File: config.mk
export PLATFORM = sky130hd
export DESIGN_NAME = row_scan_gen
export DESIGN_NICKNAME = d
export VERILOG_FILES = /design/src/rtl/rsg_pkg.sv /design/src/rtl/rsg_token_feed.sv /design/src/rtl/rsg_tap_chain.sv /design/src/rtl/rsg_row_gate.sv /design/src/rtl/row_scan_gen.sv
export SDC_FILE = /design/constraint.sdc
export NUM_CORES = 1
export LEC_CHECK = 0
export CAP_MARGIN = 20
export CORE_MARGIN = 3
export CORE_UTILIZATION = 50
export CTS_CLUSTER_DIAMETER = 30
export DETAILED_ROUTE_END_ITERATION = 6
export GPL_TIMING_DRIVEN = 0
export PLACE_DENSITY = 0.76
export SETUP_SLACK_MARGIN = 0.4
export SYNTH_ARGS = -nofsm -noshare
export SYNTH_HDL_FRONTEND = slang
export SYNTH_SLANG_ARGS = --single-unit
export TNS_END_PERCENT = 50
File: constraint.sdc
create_clock -name clk_i -period 2.75 [get_ports clk_i]
set_input_delay 0.6875 -clock clk_i [delete_from_list [all_inputs] [get_ports clk_i]]
set_output_delay 0.6875 -clock clk_i [all_outputs]
set_load 0.005 [all_outputs]
File: src/rtl/rsg_pkg.sv
package rsg_pkg;

  typedef enum logic {
    DIR_TOP_DOWN  = 1'b0,
    DIR_BOTTOM_UP = 1'b1
  } scan_dir_e;

  // number of master/slave stages needed to form a given number of rows
  function automatic int unsigned stages_for(input int unsigned rows);
    return (rows + 2) / 2;
  endfunction

endpackage

File: src/rtl/rsg_token_feed.sv
module rsg_token_feed (
  input  logic clk_i,
  input  logic rst_ni,
  input  logic start_i,
  input  logic tick_i,
  output logic feed_o,
  output logic clr_o,
  output logic en_even_o,
  output logic en_odd_o
);

  logic       phase_q, phase_d;
  logic [1:0] hold_q, hold_d;

  // next-state
  always_comb begin
    phase_d = phase_q;
    hold_d  = hold_q;
    if (start_i) begin
      phase_d = 1'b0;
      hold_d  = 2'd2;
    end else if (tick_i) begin
      phase_d = ~phase_q;
      if (hold_q != 2'd0) hold_d = hold_q - 2'd1;
    end
  end

  always_ff @(posedge clk_i or negedge rst_ni) begin
    if (!rst_ni) begin
      phase_q <= 1'b0;
      hold_q  <= 2'd0;
    end else begin
      phase_q <= phase_d;
      hold_q  <= hold_d;
    end
  end

  assign feed_o    = (hold_q != 2'd0);
  assign clr_o     = start_i;
  assign en_even_o = tick_i & ~start_i & ~phase_q;
  assign en_odd_o  = tick_i & ~start_i &  phase_q;

  AST_EN_EXCLUSIVE: assert property (@(posedge clk_i) disable iff (!rst_ni)
    !(en_even_o && en_odd_o));

  AST_FEED_BOUNDED: assert property (@(posedge clk_i) disable iff (!rst_ni)
    (hold_q == 2'd0 && !start_i) |=> (hold_q == 2'd0));

endmodule

File: src/rtl/rsg_tap_chain.sv
module rsg_tap_chain #(
  parameter int unsigned TAPS = 10
) (
  input  logic            clk_i,
  input  logic            rst_ni,
  input  logic            clr_i,
  input  logic            en_even_i,
  input  logic            en_odd_i,
  input  logic            feed_i,
  output logic [TAPS-1:0] tap_o
);

  logic [TAPS-1:0] tap_q;
  logic [TAPS-1:0] tap_d;

  // even taps are master halves, odd taps are slave halves
  for (genvar j = 0; j < TAPS; j++) begin : g_tap
    logic src;
    logic upd;
    if (j == 0) begin : g_head
      assign src = feed_i;
    end else begin : g_body
      assign src = tap_q[j-1];
    end
    if ((j % 2) == 0) begin : g_master
      assign upd = en_even_i;
    end else begin : g_slave
      assign upd = en_odd_i;
    end
    assign tap_d[j] = clr_i ? 1'b0 : (upd ? src : tap_q[j]);

    if (j > 0) begin : g_chk
      AST_TAP_FROM_PREV: assert property (@(posedge clk_i) disable iff (!rst_ni)
        $rose(tap_q[j]) |-> $past(tap_q[j-1]));
    end
  end

  always_ff @(posedge clk_i or negedge rst_ni) begin
    if (!rst_ni) tap_q <= '0;
    else         tap_q <= tap_d;
  end

  assign tap_o = tap_q;

endmodule

File: src/rtl/rsg_row_gate.sv
module rsg_row_gate #(
  parameter int unsigned ROWS = 9,
  parameter int unsigned TAPS = 10
) (
  input  logic [TAPS-1:0] tap_i,
  input  rsg_pkg::scan_dir_e dir_i,
  output logic [ROWS-1:0] row_o
);

  logic [ROWS-1:0] pair_n;
  logic [ROWS-1:0] lrow;

  for (genvar k = 0; k < ROWS; k++) begin : g_row
    // NAND of two adjacent taps, inverted toward the row line
    assign pair_n[k] = ~(tap_i[k] & tap_i[k+1]);
    assign lrow[k]   = ~pair_n[k];
    assign row_o[k]  = (dir_i == rsg_pkg::DIR_BOTTOM_UP) ? lrow[ROWS-1-k] : lrow[k];
  end

endmodule

File: src/rtl/row_scan_gen.sv
module row_scan_gen #(
  parameter int unsigned ROWS = 9
) (
  input  logic            clk_i,
  input  logic            rst_ni,
  input  logic            scan_tick_i,
  input  logic            start_i,
  input  logic            dir_i,
  output logic [ROWS-1:0] row_o,
  output logic            carry_o
);

  localparam int unsigned STAGES = rsg_pkg::stages_for(ROWS);
  localparam int unsigned TAPS   = 2 * STAGES;

  // reset: asserted asynchronously, released on the clock
  logic [1:0] rst_sync_q;
  logic       rst_n;
  always_ff @(posedge clk_i or negedge rst_ni) begin
    if (!rst_ni) rst_sync_q <= 2'b00;
    else         rst_sync_q <= {rst_sync_q[0], 1'b1};
  end
  assign rst_n = rst_sync_q[1];

  logic            feed, clr, en_even, en_odd;
  logic [TAPS-1:0] tap;
  rsg_pkg::scan_dir_e dir_q, dir_d;
  logic            carry_q, carry_d;

  rsg_token_feed i_feed (
    .clk_i     (clk_i),
    .rst_ni    (rst_n),
    .start_i   (start_i),
    .tick_i    (scan_tick_i),
    .feed_o    (feed),
    .clr_o     (clr),
    .en_even_o (en_even),
    .en_odd_o  (en_odd)
  );

  rsg_tap_chain #(.TAPS(TAPS)) i_chain (
    .clk_i     (clk_i),
    .rst_ni    (rst_n),
    .clr_i     (clr),
    .en_even_i (en_even),
    .en_odd_i  (en_odd),
    .feed_i    (feed),
    .tap_o     (tap)
  );

  rsg_row_gate #(.ROWS(ROWS), .TAPS(TAPS)) i_gate (
    .tap_i (tap),
    .dir_i (dir_q),
    .row_o (row_o)
  );

  // direction captured at start; carry when the last tap is about to rise
  always_comb begin
    dir_d   = start_i ? rsg_pkg::scan_dir_e'(dir_i) : dir_q;
    carry_d = en_odd & tap[TAPS-2] & ~tap[TAPS-1];
  end

  always_ff @(posedge clk_i or negedge rst_n) begin
    if (!rst_n) begin
      dir_q   <= rsg_pkg::DIR_TOP_DOWN;
      carry_q <= 1'b0;
    end else begin
      dir_q   <= dir_d;
      carry_q <= carry_d;
    end
  end

  assign carry_o = carry_q;

  AST_ROW_ONEHOT: assert property (@(posedge clk_i) disable iff (!rst_n)
    $onehot0(row_o));

  AST_START_CLEARS: assert property (@(posedge clk_i) disable iff (!rst_n)
    start_i |=> (row_o == '0));

  AST_ROWS_HOLD: assert property (@(posedge clk_i) disable iff (!rst_n)
    (!scan_tick_i && !start_i) |=> $stable(row_o));

  AST_CARRY_SINGLE: assert property (@(posedge clk_i) disable iff (!rst_n)
    carry_o |=> !carry_o);

  AST_CARRY_ON_TICK: assert property (@(posedge clk_i) disable iff (!rst_n)
    carry_o |-> $past(scan_tick_i));

endmodule

Word-level counts from Yosys, hierarchy flattened --
Cells that the tools add are included.
Word-level totals: bits in registers 17, input port bits 5, output and inout port bits 10, logic and storage cells 64
Operators by class: add/sub/neg operators 1, multiplexer cells 33, bitwise operators 17, reduce and logical (&&, ||, !) cells 6
Operators by type and width (number):
- 1-bit 2-to-1 mux | 30
- 1-bit AND | 14
- 2-bit nonzero test | 5
- 2-bit 2-to-1 mux | 3
- 1-bit NOT | 3
- 2-bit AND reduction | 1
- 2-bit by 1-bit subtractor with 2-bit output (second input constant) | 1

Longest topological paths before layout --
Gate-level depths: netlist of run 1.
depth in word-level cells 5, gate-level depth with buffers 4, mapped depth without buffers 4

Cells and area by module --
From an unflattened synthesis of run 1, not the netlist that was laid out.
Unflattened totals: cells, all modules 85, area total of the unflattened synthesis 857.1 µm²
Modules (own cells, without submodules):
- rsg_tap_chain | times used 1, cells each 33, area each 415.4 µm², seq. area each 250.2 µm²
- rsg_token_feed | times used 1, cells each 19, area each 186.4 µm², seq. area each 75.1 µm²
- row_scan_gen | times used 1, cells each 7, area each 127.6 µm², seq. area each 100.1 µm²
- rsg_row_gate | times used 1, cells each 26, area each 127.6 µm², seq. area each 0.0 µm²

Worst setup path before layout of run 1 --
Ideal clock, no wire load.
path kind reg2out, from reg dir_q, to out row_o[0], data arrival time 0.833 ns, required time 2.062 ns, path slack 1.229 ns, cell stages (with the launch flop) 4, path through dfrtp_1 clkbuf_2 buf_2 o21ai_0
On the way: cells in the longest elaborated chain, start to end 1
RTL lines:
- from (decl) | RTL line row_scan_gen.sv:27 | rsg_pkg::scan_dir_e dir_q, dir_d;
- from (signal assigned) | RTL line row_scan_gen.sv:65 | dir_q <= rsg_pkg::DIR_TOP_DOWN;
- from (signal assigned) | RTL line row_scan_gen.sv:68 | dir_q <= dir_d;
- 1-bit 2-to-1 mux | RTL line rsg_row_gate.sv:17 | assign row_o[k] = (dir_i == rsg_pkg::DIR_BOTTOM_UP) ? lrow[ROWS-1-k] : lrow[k];
- to (decl) | RTL line row_scan_gen.sv:9 | output logic [ROWS-1:0] row_o,
Every way passes these cells.

Worst setup path after layout of run 1 --
from reg dir_q, to out row_o[2]
The elaborated chain is that of the path after synthesis.

==> results of run 1 <==
-- kinds of logic after synthesis --
kind of cell	synth area share, %
buf+inv	3.818
xor+xnor	1.028
flops	49.93
mux	14.39
simple gates	23.64
fa+ha+maj	1.468
compound gates	5.286
other cells	0.4401
-- synth_stat cells, types with 2 or more instances --
cell type | instances | area (sq um)
dfrtp_1 | 17 | 425.4
mux2_2 | 2 | 22.52
nand2_1 | 9 | 33.78
and2_1 | 2 | 12.51
nor2b_1 | 3 | 18.77
buf_2 | 4 | 20.02
nand2b_1 | 10 | 62.56
nor2_1 | 3 | 11.26
inv_1 | 2 | 7.510
nand3_1 | 8 | 40.04
mux2i_1 | 10 | 100.1
o21ai_0 | 8 | 40.04
-- critical path, delay by kind of cell, from the launching register on --
family                 cells  cell delay (ns)
flip-flops                 1             0.37
AO/OA/AOI/OAI              1             0.15
buffers and inverters      3             0.86
-- power breakdown --
group          internal (W)  switching [W]
clock             0.0000561      0.0000733
sequential         0.000262      0.0000119
combinational     0.0000330      0.0000285
total              0.000351       0.000114
-- area by class of cell --
type	instances	share of cell area [%]
Multi-Input combinational cell	62	37.63
Clock buffer	4	2.509
Tap cell	16	1.912
Inverter	2	0.7168
Buffer	5	2.628
Timing Repair Buffer	14	13.98
Sequential cell	17	40.62
-- registers in the layout (all words and copies together), names as in the netlist --
signal and cells:
carry_o 1, dir_q 1, i_chain.tap_o 10, i_feed.hold_q 2, i_feed.phase_q 1, rst_sync_q 2
-- worst min path at each step --
stage	startpoint	to	slack, ns	cells past startpoint
3_5_place_dp	rst_sync_q[1]	i_feed.phase_q	0.26	0
3_3_place_gp	rst_sync_q[1]	i_feed.phase_q	0.27	0
5_1_grt	rst_sync_q[1]	dir_q	0.30	0
6_report	rst_sync_q[1]	carry_o	0.25	0
2_1_floorplan	rst_sync_q[1]	carry_o	0.19	0
4_1_cts	rst_sync_q[1]	i_feed.phase_q	0.27	0
-- through the flow --
| step | cells | worst slack, ns |
|---|---|---|
| after floorplan | 86 | 1.229 |
| after detailed placement | 116 | 0.6772 |
| final | 120 | 0.4105 |
| after CTS | 120 | 0.4006 |
| after global routing | 120 | 0.3054 |
| after global placement | 116 | 0.7220 |
-- layer usage --
| layer | routed length [um] | part of all wire, % |
|---|---|---|
| met1 | 738 | 49 |
| met5 | 0 | 0 |
| met2 | 678 | 45 |
| met3 | 63 | 4.2 |
| met4 | 12 | 0.80 |
==> impl_results.md, run 1 <==
- Most frequent cells in the layout: dfrtp_1, nand2b_1, mux2i_1, clkdlybuf4s50_1, nand2_1
- Status: finished clean
- CP max stage delay: 0.52 ns
- CP max stage cell: clkdlybuf4s50_1
- End of the worst register-to-register path: i_feed.hold_q[0]
- Row Count: 14
- CP max FO: 10
- Max_cap viols: 0
- Nature of the critical path startpoint: flip-flop
- CTS tree: done
- Wire length per cell: about 12 um
- Register bit total from synthesis: 17
- Final Cell Area: about 1000 sq um
- Minimum clock period: 2.340 ns
- Max IR drop VDD: ~350 uV
- Netlist cell types: 20
- GRT Total Usage: roughly 16%
- IO Port Bufs: 14
- RSZ-0062 raised after global routing: true
- Worst Hold Class: reg -> async
- Synth async-reset ratio: 100.0%
- Layout Utilization: between 60% and 70%
- Post-layout nets: 111
- R2R setup slack: 1.46 ns
- Antenna viol nets, final: 0
- LEAKAGE: 0.5128 nW
- Reg area: 425.4 sq um
- Setup Crit Path Kind: reg -> out
- Clock Sink Count: 17
- Drt first pass iters: 4
- CTS resizes: 3
- Syn Std Cell Area: 852.1 sq um
- EDFF count, synth: 0
- DP HPWL: 1145 um
- Avg Synthesized Cell Area: around 9.9 sq um
- Crit. End Element: primary output
- Vias in the first global route: 588
- Met3 Use GR: approximately 2.3%
- Drt total wl: roughly 1500 um
- Yosys Warn Count: 0
- RR Startpoint: i_feed.hold_q[0]
- Core ar.: around 1600 sq um
- P&R area growth vs syn: 22.91%
- Congestion Overflow GR: 0
- Setup-failing EPs final: 0
- Post-CTS Setup Bufs: 0
- Skew final: 0.002728 ns
- Period utilisation layout: 85.07%
- Most used routing layer: met1
- DRC: 0
- Worst Setup SP: dir_q
- Pin count of the biggest net entering global routing: 16
- Power Density: 443.8 nW/um^2
- Vias: 620
- CTS buffer count: 3
- Max Buffers Root-to-Sink: 2
- CTS Hold Bufs: 0
- Most common library cell in the layout ignoring fill and taps: dfrtp_1
- CP required: 2.06 ns
- CP Capture Point: row_o[2]
- # fillers: 123
- Ant. Diodes: 0
- Die width: 47.28 um
- M1 GR Usage: 24.88%
- Layout cell share with drive strength beyond 1: about a tenth
- Cells on worst reg2reg path: 4
- H-tree levels: 1
- First-pass GRT wire length: around 2600 um
- Total Power: around 0.00046 W
- GR met2 Demand/Resource: approximately a quarter
- CP Cell Sequence: clkbuf_2 > buf_4 > o21ai_0 > clkdlybuf4s50_1
- Detailed router's first-iteration violation count: 10
- Avg Vias per Cell: 5.167
- Antenna violations before repair: 0
- Slew Viols, Final: 0
- Latest clock arrival within the worst-skew pair: about 0.28 ns
- Peak Freq: between 0.4 and 0.5 GHz
- Placed inst area: about 1000 sq um
- Top FF cell, synth: dfrtp_1
- Die H: 47.28 um
- Root buffer cell: clkbuf_4
- Routability-driven placement congestion ratio: 0.6961
- I/O Pins: 15
- Worst-Margin Slew: 0.5945 ns
- Multi-input logic area: 394.1 sq um
- Worst slew margin: 60.37%
- Die Footprint: 2235 sq um
- Hold WS: between 0.2 and 0.3 ns
- Post-Syn Instances: 86
- Sequential-to-total area share from yosys stat: 49.93%
- Clock transition at path regs: 0.10 ns
- Crit path DAT: 1.65 ns
- Final hold vios: 0
- Initial cell density of the core: 54.65%
- Post-Syn Nets: 92
- Setup TNS: 0 ns
Power figures use the tool's default switching activity.
==> run 2: changes to the inputs <==
- ABC_AREA: not set -> 1
- CORE_MARGIN: 3 -> not set
- CORE_UTILIZATION: 50 -> 30
- PLACE_DENSITY: 0.76 -> not set
==> run 2 against run 1 <==
  * Synthesized area shrank 6.5%
  * Maximum frequency is 2.7% higher
  * Final area is 3.3% lower
  * Clock-buffer cell count shrank 1
  * Clock power barely moved
  * Global-route usage shrank 2.4 points
  * Sequential share of layout area increased by 1.4 points
==> impl_results.md, run 2 <==
- Status: finished clean
- CP max FO: 9
- Minimum clock period: 2.277 ns
- CP max stage cell: clkdlybuf4s50_1
- Pin count of the biggest net entering global routing: 16
- Row Count: 18
- Area contributors post-synth: dfrtp_1, nand3_1, nand2_1
- Initial cell density of the core: 31.88%
- GR met2 Demand/Resource: a little over a fifth
- Latest clock arrival within the worst-skew pair: 0.29 ns
- Layout cell share with drive strength beyond 1: approximately a tenth
- Layout Utilization: 40.49%
- Post-CTS Setup Bufs: 0
- Most instantiated cells after synthesis: nand3_1, nand2_1, dfrtp_1
- Clock transition at path regs: ~0.10 ns
- Setup-failing EPs final: 0
- Crit path DAT: 1.59 ns
- Wire length per cell: 11.05 um
- Total Power: approximately 0.00045 W
- Vias: ~720
- P&R area growth vs syn: 27.00%
- CP max stage delay: 0.52 ns
- Post-Syn Nets: a little over 100
- Die width: 53.55 um
- Worst Hold Class: reg -> async
- Skew final: 0.007575 ns
- Peak Freq: 0.4391 GHz
- Top FF cell, synth: dfrtp_1
- Worst Setup SP: dir_q
- RSZ-0062 raised after global routing: true
- Detailed router's first-iteration violation count: 26
- R2R setup slack: 1.65 ns
- Avg Synthesized Cell Area: 8.390 sq um
- Sequential-to-total area share from yosys stat: 53.38%
- Netlist cell types: 15
- Period utilisation layout: 82.81%
- Core ar.: 2500 sq um
- Root buffer cell: clkbuf_4
- Synth async-reset ratio: 100.0%
- Crit. End Element: primary output
- CTS buffer count: 3
- CP Cell Sequence: clkbuf_4 > inv_4 > nand3_1 > o21ai_0 > clkdlybuf4s50_1
- Drt total wl: 1580 um
- Slew Viols, Final: 0
- Max_cap viols: 0
- Register bit total from synthesis: 17
- First-pass GRT wire length: 2835 um
- Post-layout nets: 120
- RR Startpoint: i_feed.phase_q
- Hold WS: 0.2350 ns
- End of the worst register-to-register path: i_chain.tap_o[1]
- Clock Sink Count: 17
- Worst slew margin: 60.81%
- Yosys top cell area share: 53.38%
- Max Buffers Root-to-Sink: 2
- Met3 Use GR: 2.542%
- I/O Pins: 15
- CP required: 2.06 ns
- DRC: 0
- Congestion Overflow GR: 0
- Cell taking the most area after synthesis: dfrtp_1
- Routability-driven placement congestion ratio: 0.7658
- Most common library cell in the layout ignoring fill and taps: nand3_1
- Max IR drop VDD: 241.7 uV
- Worst-Margin Slew: just under 0.6 ns
- Syn Std Cell Area: 797.0 sq um
- Post-Syn Instances: 95
- Largest register FFs: 10
- Ant. Diodes: 0
- Drt first pass iters: 4
- Most used routing layer: met2
- Cells on worst reg2reg path: 4
- IO Port Bufs: 14
- Die H: between 50 and 60 um
- Avg Vias per Cell: 5.028
- Die Footprint: 2867 sq um
- Setup TNS: 0 ns
- Vias in the first global route: 607
- Most common cell in the netlist: nand3_1
- Nature of the critical path startpoint: flip-flop
- EDFF count, synth: 0
- CTS tree: done
- Antenna violations before repair: 0
- GRT Total Usage: between 10 and 15%
- Power Density: 445.0 nW/um^2
- M1 GR Usage: 18.73%
- DP HPWL: 1179 um
- Yosys Warn Count: 0
- H-tree levels: 1
- Antenna viol nets, final: 0
- Most frequent cells in the layout: nand3_1, nand2_1, dfrtp_1, clkdlybuf4s50_1, o21ai_0
- LEAKAGE: 0.5166 nW
- Setup Crit Path Kind: reg -> out
- Final hold vios: 0
-- run 2: cell types whose count changed in the layout (fill, tap and decap cells not counted), moves of 4 or more --
cell	before	now
nand3_1	8	25
nand2_1	9	23
mux2i_1	10	0
nand2b_1	10	0
o21ai_0	7	11
-- run 2: kinds of logic after synthesis --
group	Yosys count	synth area share, %
flops	17	53.38
compound gates	13	8.163
simple gates	53	30.61
fa+ha+maj	1	1.570
other cells	1	0.4705
buf+inv	10	5.808
-- run 2: area by class of cell --
cell class / instances / area, sq um
flip-flops and latches: 17 / 425.4
well taps: 30 / 37.54
clock buffers: 3 / 22.52
plain buffers: 2 / 18.77
repair buffers: 14 / 145.1
fillers: 248 / 1488
multi-input cells: 68 / 325.3
clock inverters: 1 / 5.005
inverters: 8 / 32.53
-- run 2: layer usage --
metal  up-vias  wire length (um)  part of all wire [%]
met3         5                96                   6.1
met2        26               713                    45
met5         -                 0                     0
met1       331               734                    46
met4         0                36                   2.3
li1        357                 -                     -
-- run 2: critical path: cells and delay by family (launching register included) --
family | cells | cell delay (ns)
AOI/OAI and AO/OA | 1 | 0.08
buffers and inverters | 3 | 0.78
DFF | 1 | 0.37
and+or+nand+nor | 1 | 0.06
-- run 2: through the flow --
stage / setup slack [ns] / instance area (sq um) / std cells
4_1_cts: 0.4205 / 1002 / 143
3_5_place_dp: 0.6770 / 974.7 / 139
2_1_floorplan: 1.274 / 797.0 / 95
6_report: 0.4726 / 1012 / 143
5_1_grt: 0.3561 / 1012 / 143
3_3_place_gp: 0.7145 / 974.7 / 139
-- run 2: timing repair --
action,CTS,global route
hold buffers,0,0
gates resized for setup,1,4
setup endpoints to repair,4,4
-- run 2: worst max-delay path by stage --
stage	slack, ns	end	cells past startpoint
2_1_floorplan	1.27	row_o[0]	4
3_5_place_dp	0.68	row_o[2]	5
3_3_place_gp	0.71	row_o[0]	5
5_1_grt	0.36	row_o[0]	5
4_1_cts	0.42	row_o[2]	5
6_report	0.47	row_o[0]	5
-- run 2: report_power, final --
part           internal, W  switching, W
Combinational    0.0000197     0.0000314
Sequential        0.000259    0.00000999
Clock            0.0000541     0.0000762
